<file path="config.mk">
export PLATFORM = sky130hd
export DESIGN_NAME = sdr_burst_seq
export DESIGN_NICKNAME = d
export VERILOG_FILES = /design/src/rtl/sdr_seq_pkg.sv /design/src/rtl/sdr_mode_reg.sv /design/src/rtl/sdr_col_gen.sv /design/src/rtl/sdr_dq_ctrl.sv /design/src/rtl/sdr_burst_seq.sv
export SDC_FILE = /design/constraint.sdc
export NUM_CORES = 1
export LEC_CHECK = 0
export ABC_CLOCK_PERIOD_IN_PS = 6600
export BUFFER_PORTS_ARGS = -buffer_cell sky130_fd_sc_hd__buf_4
export CAP_MARGIN = 25
export CORE_MARGIN = 3
export CORE_UTILIZATION = 35
export CTS_BUF_LIST = sky130_fd_sc_hd__clkbuf_2 sky130_fd_sc_hd__clkbuf_4 sky130_fd_sc_hd__clkbuf_8
export DETAILED_ROUTE_END_ITERATION = 7
export SLEW_MARGIN = 20
export SYNTH_ARGS = -nofsm -noshare
export SYNTH_HDL_FRONTEND = slang
export SYNTH_HIERARCHICAL = 1
export SYNTH_SLANG_ARGS = --single-unit
</file>
<file path="constraint.sdc">
create_clock -name clk_i -period 6.6 [get_ports clk_i]
set_clock_uncertainty 0.15 [all_clocks]
set_input_delay 1.32 -clock clk_i [delete_from_list [all_inputs] [get_ports clk_i]]
set_output_delay 1.32 -clock clk_i [all_outputs]
set_load 0.01 [all_outputs]
</file>
<file path="src/rtl/sdr_seq_pkg.sv">
package sdr_seq_pkg;
  typedef enum logic [2:0] {
    CMD_NOP   = 3'd0,
    CMD_MODE  = 3'd1,
    CMD_READ  = 3'd2,
    CMD_WRITE = 3'd3,
    CMD_STOP  = 3'd4
  } cmd_e;

  localparam logic [2:0] LEN_FULL = 3'd7;

  typedef struct packed {
    logic [2:0] len_code;
    logic       ilv;
    logic       cl2;
  } mode_t;

  localparam mode_t MODE_RST = '{len_code: 3'd0, ilv: 1'b0, cl2: 1'b0};
endpackage

</file>
<file path="src/rtl/sdr_mode_reg.sv">
module sdr_mode_reg
  import sdr_seq_pkg::*;
(
  input  logic       clk_i,
  input  logic       rst_ni,
  input  logic [2:0] cmd_i,
  input  logic [6:0] key_i,
  output mode_t      mode_o,
  output logic       mode_go_o,
  output logic       rd_go_o,
  output logic       wr_go_o,
  output logic       stop_go_o
);
  logic  lock_q;
  mode_t mode_q;

  assign mode_go_o = !lock_q && (cmd_i == CMD_MODE);
  assign rd_go_o   = !lock_q && (cmd_i == CMD_READ);
  assign wr_go_o   = !lock_q && (cmd_i == CMD_WRITE);
  assign stop_go_o = !lock_q && (cmd_i == CMD_STOP);
  assign mode_o    = mode_q;

  always_ff @(posedge clk_i or negedge rst_ni) begin
    if (!rst_ni) begin
      lock_q <= 1'b0;
      mode_q <= MODE_RST;
    end else begin
      lock_q <= mode_go_o;
      if (mode_go_o) begin
        mode_q.len_code <= key_i[2:0];
        // full page is always sequential
        mode_q.ilv      <= key_i[3] && (key_i[2:0] != LEN_FULL);
        mode_q.cl2      <= (key_i[6:4] == 3'd2);
      end
    end
  end

  p_mode_lock_r12: assert property (@(posedge clk_i) disable iff (!rst_ni)
    mode_go_o |=> !(mode_go_o || rd_go_o || wr_go_o || stop_go_o));
endmodule

</file>
<file path="src/rtl/sdr_col_gen.sv">
module sdr_col_gen
  import sdr_seq_pkg::*;
#(
  parameter int COL_W = 10
) (
  input  logic             clk_i,
  input  logic             rst_ni,
  input  mode_t            mode_i,
  input  logic             rd_go_i,
  input  logic             wr_go_i,
  input  logic             stop_i,
  input  logic [COL_W-1:0] start_i,
  output logic [COL_W-1:0] col_o,
  output logic             beat_o,
  output logic             beat_rd_o,
  output logic             beat_wr_o
);
  logic             active_q, rd_q;
  logic [COL_W-1:0] start_q, cnt_q, mask, offs;
  logic             full, go;

  assign full = (mode_i.len_code == LEN_FULL);
  assign go   = rd_go_i || wr_go_i;

  always_comb begin
    unique case (mode_i.len_code)
      3'd1:     mask = COL_W'(1);
      3'd2:     mask = COL_W'(3);
      3'd3:     mask = COL_W'(7);
      LEN_FULL: mask = '1;
      default:  mask = '0;
    endcase
  end

  assign offs      = mode_i.ilv ? (start_q ^ cnt_q) : (start_q + cnt_q);
  assign col_o     = (start_q & ~mask) | (offs & mask);
  assign beat_o    = active_q;
  assign beat_rd_o = active_q && rd_q;
  assign beat_wr_o = active_q && !rd_q;

  always_ff @(posedge clk_i or negedge rst_ni) begin
    if (!rst_ni) begin
      active_q <= 1'b0;
      rd_q     <= 1'b0;
      start_q  <= '0;
      cnt_q    <= '0;
    end else if (go) begin
      active_q <= 1'b1;
      rd_q     <= rd_go_i;
      start_q  <= start_i;
      cnt_q    <= '0;
    end else if (stop_i) begin
      active_q <= 1'b0;
    end else if (active_q) begin
      if (!full && cnt_q == mask) active_q <= 1'b0;
      cnt_q <= cnt_q + 1'b1;
    end
  end

  p_stop_ends_r11: assert property (@(posedge clk_i) disable iff (!rst_ni)
    (stop_i && !go) |=> !beat_o);

  p_restart_r10: assert property (@(posedge clk_i) disable iff (!rst_ni)
    go |=> (beat_o && col_o == $past(start_i)));

  p_block_r4: assert property (@(posedge clk_i) disable iff (!rst_ni)
    (beat_o && !full && !go && !stop_i && cnt_q != mask) |=>
      (!$stable(mode_i) || (beat_o && ((col_o & ~mask) == $past(col_o & ~mask)))));
endmodule

</file>
<file path="src/rtl/sdr_dq_ctrl.sv">
module sdr_dq_ctrl #(
  parameter int NBYTES = 8
) (
  input  logic              clk_i,
  input  logic              rst_ni,
  input  logic              cl2_i,
  input  logic              beat_rd_i,
  input  logic              beat_wr_i,
  input  logic [NBYTES-1:0] dm_i,
  output logic              rd_valid_o,
  output logic [NBYTES-1:0] dq_oe_o,
  output logic [NBYTES-1:0] wr_en_o
);
  logic              rd_p1_q, rd_p2_q;
  logic [NBYTES-1:0] dm_p1_q, dm_p2_q;

  always_ff @(posedge clk_i or negedge rst_ni) begin
    if (!rst_ni) begin
      rd_p1_q <= 1'b0;
      rd_p2_q <= 1'b0;
      dm_p1_q <= '0;
      dm_p2_q <= '0;
    end else begin
      rd_p1_q <= beat_rd_i;
      rd_p2_q <= rd_p1_q;
      dm_p1_q <= dm_i;
      dm_p2_q <= dm_p1_q;
    end
  end

  // beat is already one cycle after the command, so tap CL-1 stages on
  assign rd_valid_o = cl2_i ? rd_p1_q : rd_p2_q;
  assign dq_oe_o    = {NBYTES{rd_valid_o}} & ~dm_p2_q;
  assign wr_en_o    = {NBYTES{beat_wr_i}} & ~dm_i;

  p_rd_lat2_r7: assert property (@(posedge clk_i) disable iff (!rst_ni)
    (beat_rd_i && cl2_i) |=> (!cl2_i || rd_valid_o));

  p_rd_lat3_r7: assert property (@(posedge clk_i) disable iff (!rst_ni)
    (beat_rd_i && !cl2_i) |=> ##1 (cl2_i || rd_valid_o));

  p_rd_mask_r8: assert property (@(posedge clk_i) disable iff (!rst_ni)
    rd_valid_o |-> (dq_oe_o == ~$past(dm_i, 2)));
endmodule

</file>
<file path="src/rtl/sdr_burst_seq.sv">
module sdr_burst_seq
  import sdr_seq_pkg::*;
#(
  parameter int COL_W  = 10,
  parameter int NBYTES = 8
) (
  input  logic              clk_i,
  input  logic              rst_ni,
  input  logic [2:0]        cmd_i,
  input  logic [COL_W-1:0]  addr_i,
  input  logic [NBYTES-1:0] dm_i,
  output logic [COL_W-1:0]  col_o,
  output logic              beat_o,
  output logic              beat_wr_o,
  output logic              rd_valid_o,
  output logic [NBYTES-1:0] dq_oe_o,
  output logic [NBYTES-1:0] wr_en_o
);
  localparam int KEY_W = 7;

  mode_t mode;
  logic  mode_go, rd_go, wr_go, stop_go, beat_rd;

  sdr_mode_reg i_mode (
    .clk_i     (clk_i),
    .rst_ni    (rst_ni),
    .cmd_i     (cmd_i),
    .key_i     (addr_i[KEY_W-1:0]),
    .mode_o    (mode),
    .mode_go_o (mode_go),
    .rd_go_o   (rd_go),
    .wr_go_o   (wr_go),
    .stop_go_o (stop_go)
  );

  sdr_col_gen #(.COL_W(COL_W)) i_col (
    .clk_i     (clk_i),
    .rst_ni    (rst_ni),
    .mode_i    (mode),
    .rd_go_i   (rd_go),
    .wr_go_i   (wr_go),
    .stop_i    (stop_go),
    .start_i   (addr_i),
    .col_o     (col_o),
    .beat_o    (beat_o),
    .beat_rd_o (beat_rd),
    .beat_wr_o (beat_wr_o)
  );

  sdr_dq_ctrl #(.NBYTES(NBYTES)) i_dq (
    .clk_i      (clk_i),
    .rst_ni     (rst_ni),
    .cl2_i      (mode.cl2),
    .beat_rd_i  (beat_rd),
    .beat_wr_i  (beat_wr_o),
    .dm_i       (dm_i),
    .rd_valid_o (rd_valid_o),
    .dq_oe_o    (dq_oe_o),
    .wr_en_o    (wr_en_o)
  );

  p_no_beat_after_mode_r12: assert property (@(posedge clk_i) disable iff (!rst_ni)
    (mode_go && !beat_o) |=> ##1 !beat_o);
endmodule

</file>
==> impl_metrics.tcl <==
set metrics [dict create \
    htree_levels 2 \
    ys_seq_area_frac 0.486 \
    netlist_area_um2 2370 \
    rsz0062_at_grt "false" \
    start_kind "register" \
    clk_latency_ns 0.29 \
    clkTransAtPathRegs_ns 0.08 \
    dr.pass1.iters 4 \
    syn-num-nets 255 \
    ys_seq_elements 46 \
    hold_buffers 0 \
    use_met1 0.213 \
    ys.warnings.count 6 \
    synthCells 221 \
    arrival_ns 2.40 \
    fin_setup_tns_ns 0 \
    timing.fmax_mhz 258 \
    required_ns 5.13 \
    wl_um 5110 \
    area_growth_pct 23.0 \
    die-area_um2 7790 \
    coreArea_um2 6460 \
    p_comb_frac 0.387 \
    ant_nets 0 \
    power.leakage_nw 1.38 \
    post-cts-setup-buffers 0 \
    worstSetupEndpointType "output port" \
    fin_crit_sh 0.586 \
    power_mw 0.876 \
    cts_inserted_buffers 5 \
    layout_min_cycle_time_ns 3.87 \
    vias 1775 \
    synth_top_flop_cell "dfrtp_1" \
    synth_cell_type_count 42 \
    drive_above_1_share 0.287 \
    drc 0 \
    clockBufferDepth 2 \
    cts_tree "yes" \
    track_usage 0.145 \
    cp_max_fo 6 \
    portBuffers 51 \
    die_w_um 88.2 \
    pwr-share-clk 0.192 \
    grt-ovfl-total 0 \
    initial_core_util 0.367 \
    yosysTopAreaCell "dfrtp_1" \
    irDropWorstVdd_mv 0.132 \
    antenna_found_initial 0 \
    tightest_slew_ns 0.564 \
    top_usage_layer "met2" \
    clockRootBuffer "clkbuf_8" \
    routedWlPerCell_um 14.5 \
    grt_pass1_vias 1750 \
    grt_util_met2 0.213 \
    status "completed" \
    ioPinCount 52 \
    grt_pass1_wl_um 8710 \
    gr-usage-met3 0.0289 \
    p_switching_mw 0.303 \
    slew_viol_final 0 \
    p_per_area_nw_per_um2 301 \
    gp_congestion 0.834 \
    finalHoldViolCount 0 \
    synth_area_leaders "dfrtp_1, mux2_2, ha_1, nor2_1, nor2b_1" \
    synth_most_common_cell "dfrtp_1" \
    worstSetupPathType "register to output port" \
    cts_resized 0 \
    synth_enable_flop_cells 0 \
    p_int_mw 0.573 \
    synth_top_area_frac 0.486 \
    avgSynthCellArea_um2 10.7 \
    async_flop_share 1.00 \
    drtIter0Drc 76 \
    swShare 0.346 \
    ys_top_cells_by_count "dfrtp_1, nor2_1, nand2_1, mux2_2" \
    fp-row-count 29 \
    grt_max_degree 47 \
    setup_viol_count_final 0 \
    maxCapViolCount 0 \
    die_h_um 88.2 \
    hold_class "register to register" \
    seq_power_share 0.421 \
    slew_headroom 0.624 \
    final_net_count 309 \
    diodes 0 \
    viasPerCell 5.04 \
    dp_hpwl_um 3830 \
    clock-sinks 46 \
    finish.utilization 0.451 \
]
registers in the layout, indices dropped and copies added (netlist names):
signal / cells
i_col/cnt_q: 10
i_col/start_q: 10
i_dq/dm_p1_q: 8
i_dq/dm_p2_q: 8
i_mode/mode_o: 5
i_col/beat_o: 1
i_col/rd_q: 1
i_dq/rd_p1_q: 1
i_dq/rd_p2_q: 1
i_mode/lock_q: 1
cell usage in the layout (no fill, tap or decap), drive strengths merged, types with 3 or more instances in the layout:
cell	Yosys	routed
a21o	3	3
a21oi	7	7
and3	4	4
buf	2	51
clkbuf	2	6
dfrtp	46	46
ha	10	10
inv	5	5
mux2	15	15
mux2i	4	4
nand2	18	18
nand3	6	6
nand4	3	3
nor2	25	25
nor2b	12	12
nor4	3	3
nor4b	3	3
o21ai	12	12
xnor2	8	8
xor2	8	8
final timing paths:
check | start | endpoint | slack, ns | depth (start not counted)
setup / recovery | i_col/cnt_q[1] | col_o[9] | 2.73 | 7
hold / removal | i_dq/dm_p1_q[6] | i_dq/dm_p2_q[6] | 0.20 | 0
setup reg to reg | i_mode/lock_q | i_col/cnt_q[5] | 4.60 | 6
hold reg to reg | i_dq/dm_p1_q[6] | i_dq/dm_p2_q[6] | 0.20 | 0
max in group asynchronous | rst_ni | i_col/start_q[7] | 5.05 | 1
min in group asynchronous | rst_ni | i_col/cnt_q[7] | 0.85 | 1
layer usage:
| layer | part of all wire | wire length, um | vias to the layer above |
|---|---|---|---|
| met5 | 0 | 0 | - |
| met4 | 0.015 | 76 | 0 |
| met3 | 0.038 | 192 | 7 |
| met2 | 0.44 | 2230 | 34 |
| met1 | 0.51 | 2620 | 854 |
| li1 | - | - | 880 |
cell families after synthesis:
kind of cell               after synthesis  share of synthesized area
and+or+nand+nor                         87                      0.196
DFF                                     46                      0.486
AOI/OAI and AO/OA                       32                     0.0840
muxes                                   19                     0.0936
xor gates and xnor gates                16                     0.0592
adders and majority gates               12                     0.0655
buffers and inverters                    9                     0.0153
power by group through the flow:
| stage | Clock (mW) | Combinational, mW | Sequential (mW) |
|---|---|---|---|
| floorplan | 0 | 0.218 | 0.362 |
| detailed placement | 0 | 0.340 | 0.374 |
| global placement | 0 | 0.339 | 0.373 |
| finish | 0.168 | 0.339 | 0.369 |
| global route | 0.185 | 0.382 | 0.377 |
| CTS | 0.173 | 0.343 | 0.369 |
worst max-delay path, stage by stage, from the launching register on:
cell	delay, ns
dfrtp_1	0.46
ha_1	0.33
a211oi_2	0.29
nor4_1	0.11
or4_1	0.50
nand3_1	0.14
xnor2_1	0.13
buf_4	0.14
cell type report:
cell class,instances,area [um^2]
inverter,5,18.8
fill,656,3550
clock inverter,1,7.51
clock buffer,6,76.3
multi-input combinational,166,1180
timing repair buffer,51,383
tap,77,96.3
sequential,46,1150
per-stage QoR:
| step | hold WS, ns | cell area (um^2) | worst slack (ns) | cells |
|---|---|---|---|---|
| 4_1_cts | 0.204 | 2910 | 2.70 | 352 |
| 5_1_grt | 0.210 | 2910 | 2.55 | 352 |
| 6_report | 0.200 | 2910 | 2.73 | 352 |
| 3_3_place_gp | 0.183 | 2830 | 3.07 | 345 |
| 2_1_floorplan | 0.181 | 2370 | 3.28 | 221 |
| 3_5_place_dp | 0.186 | 2830 | 3.04 | 345 |
(Power assumes the default switching activity.)
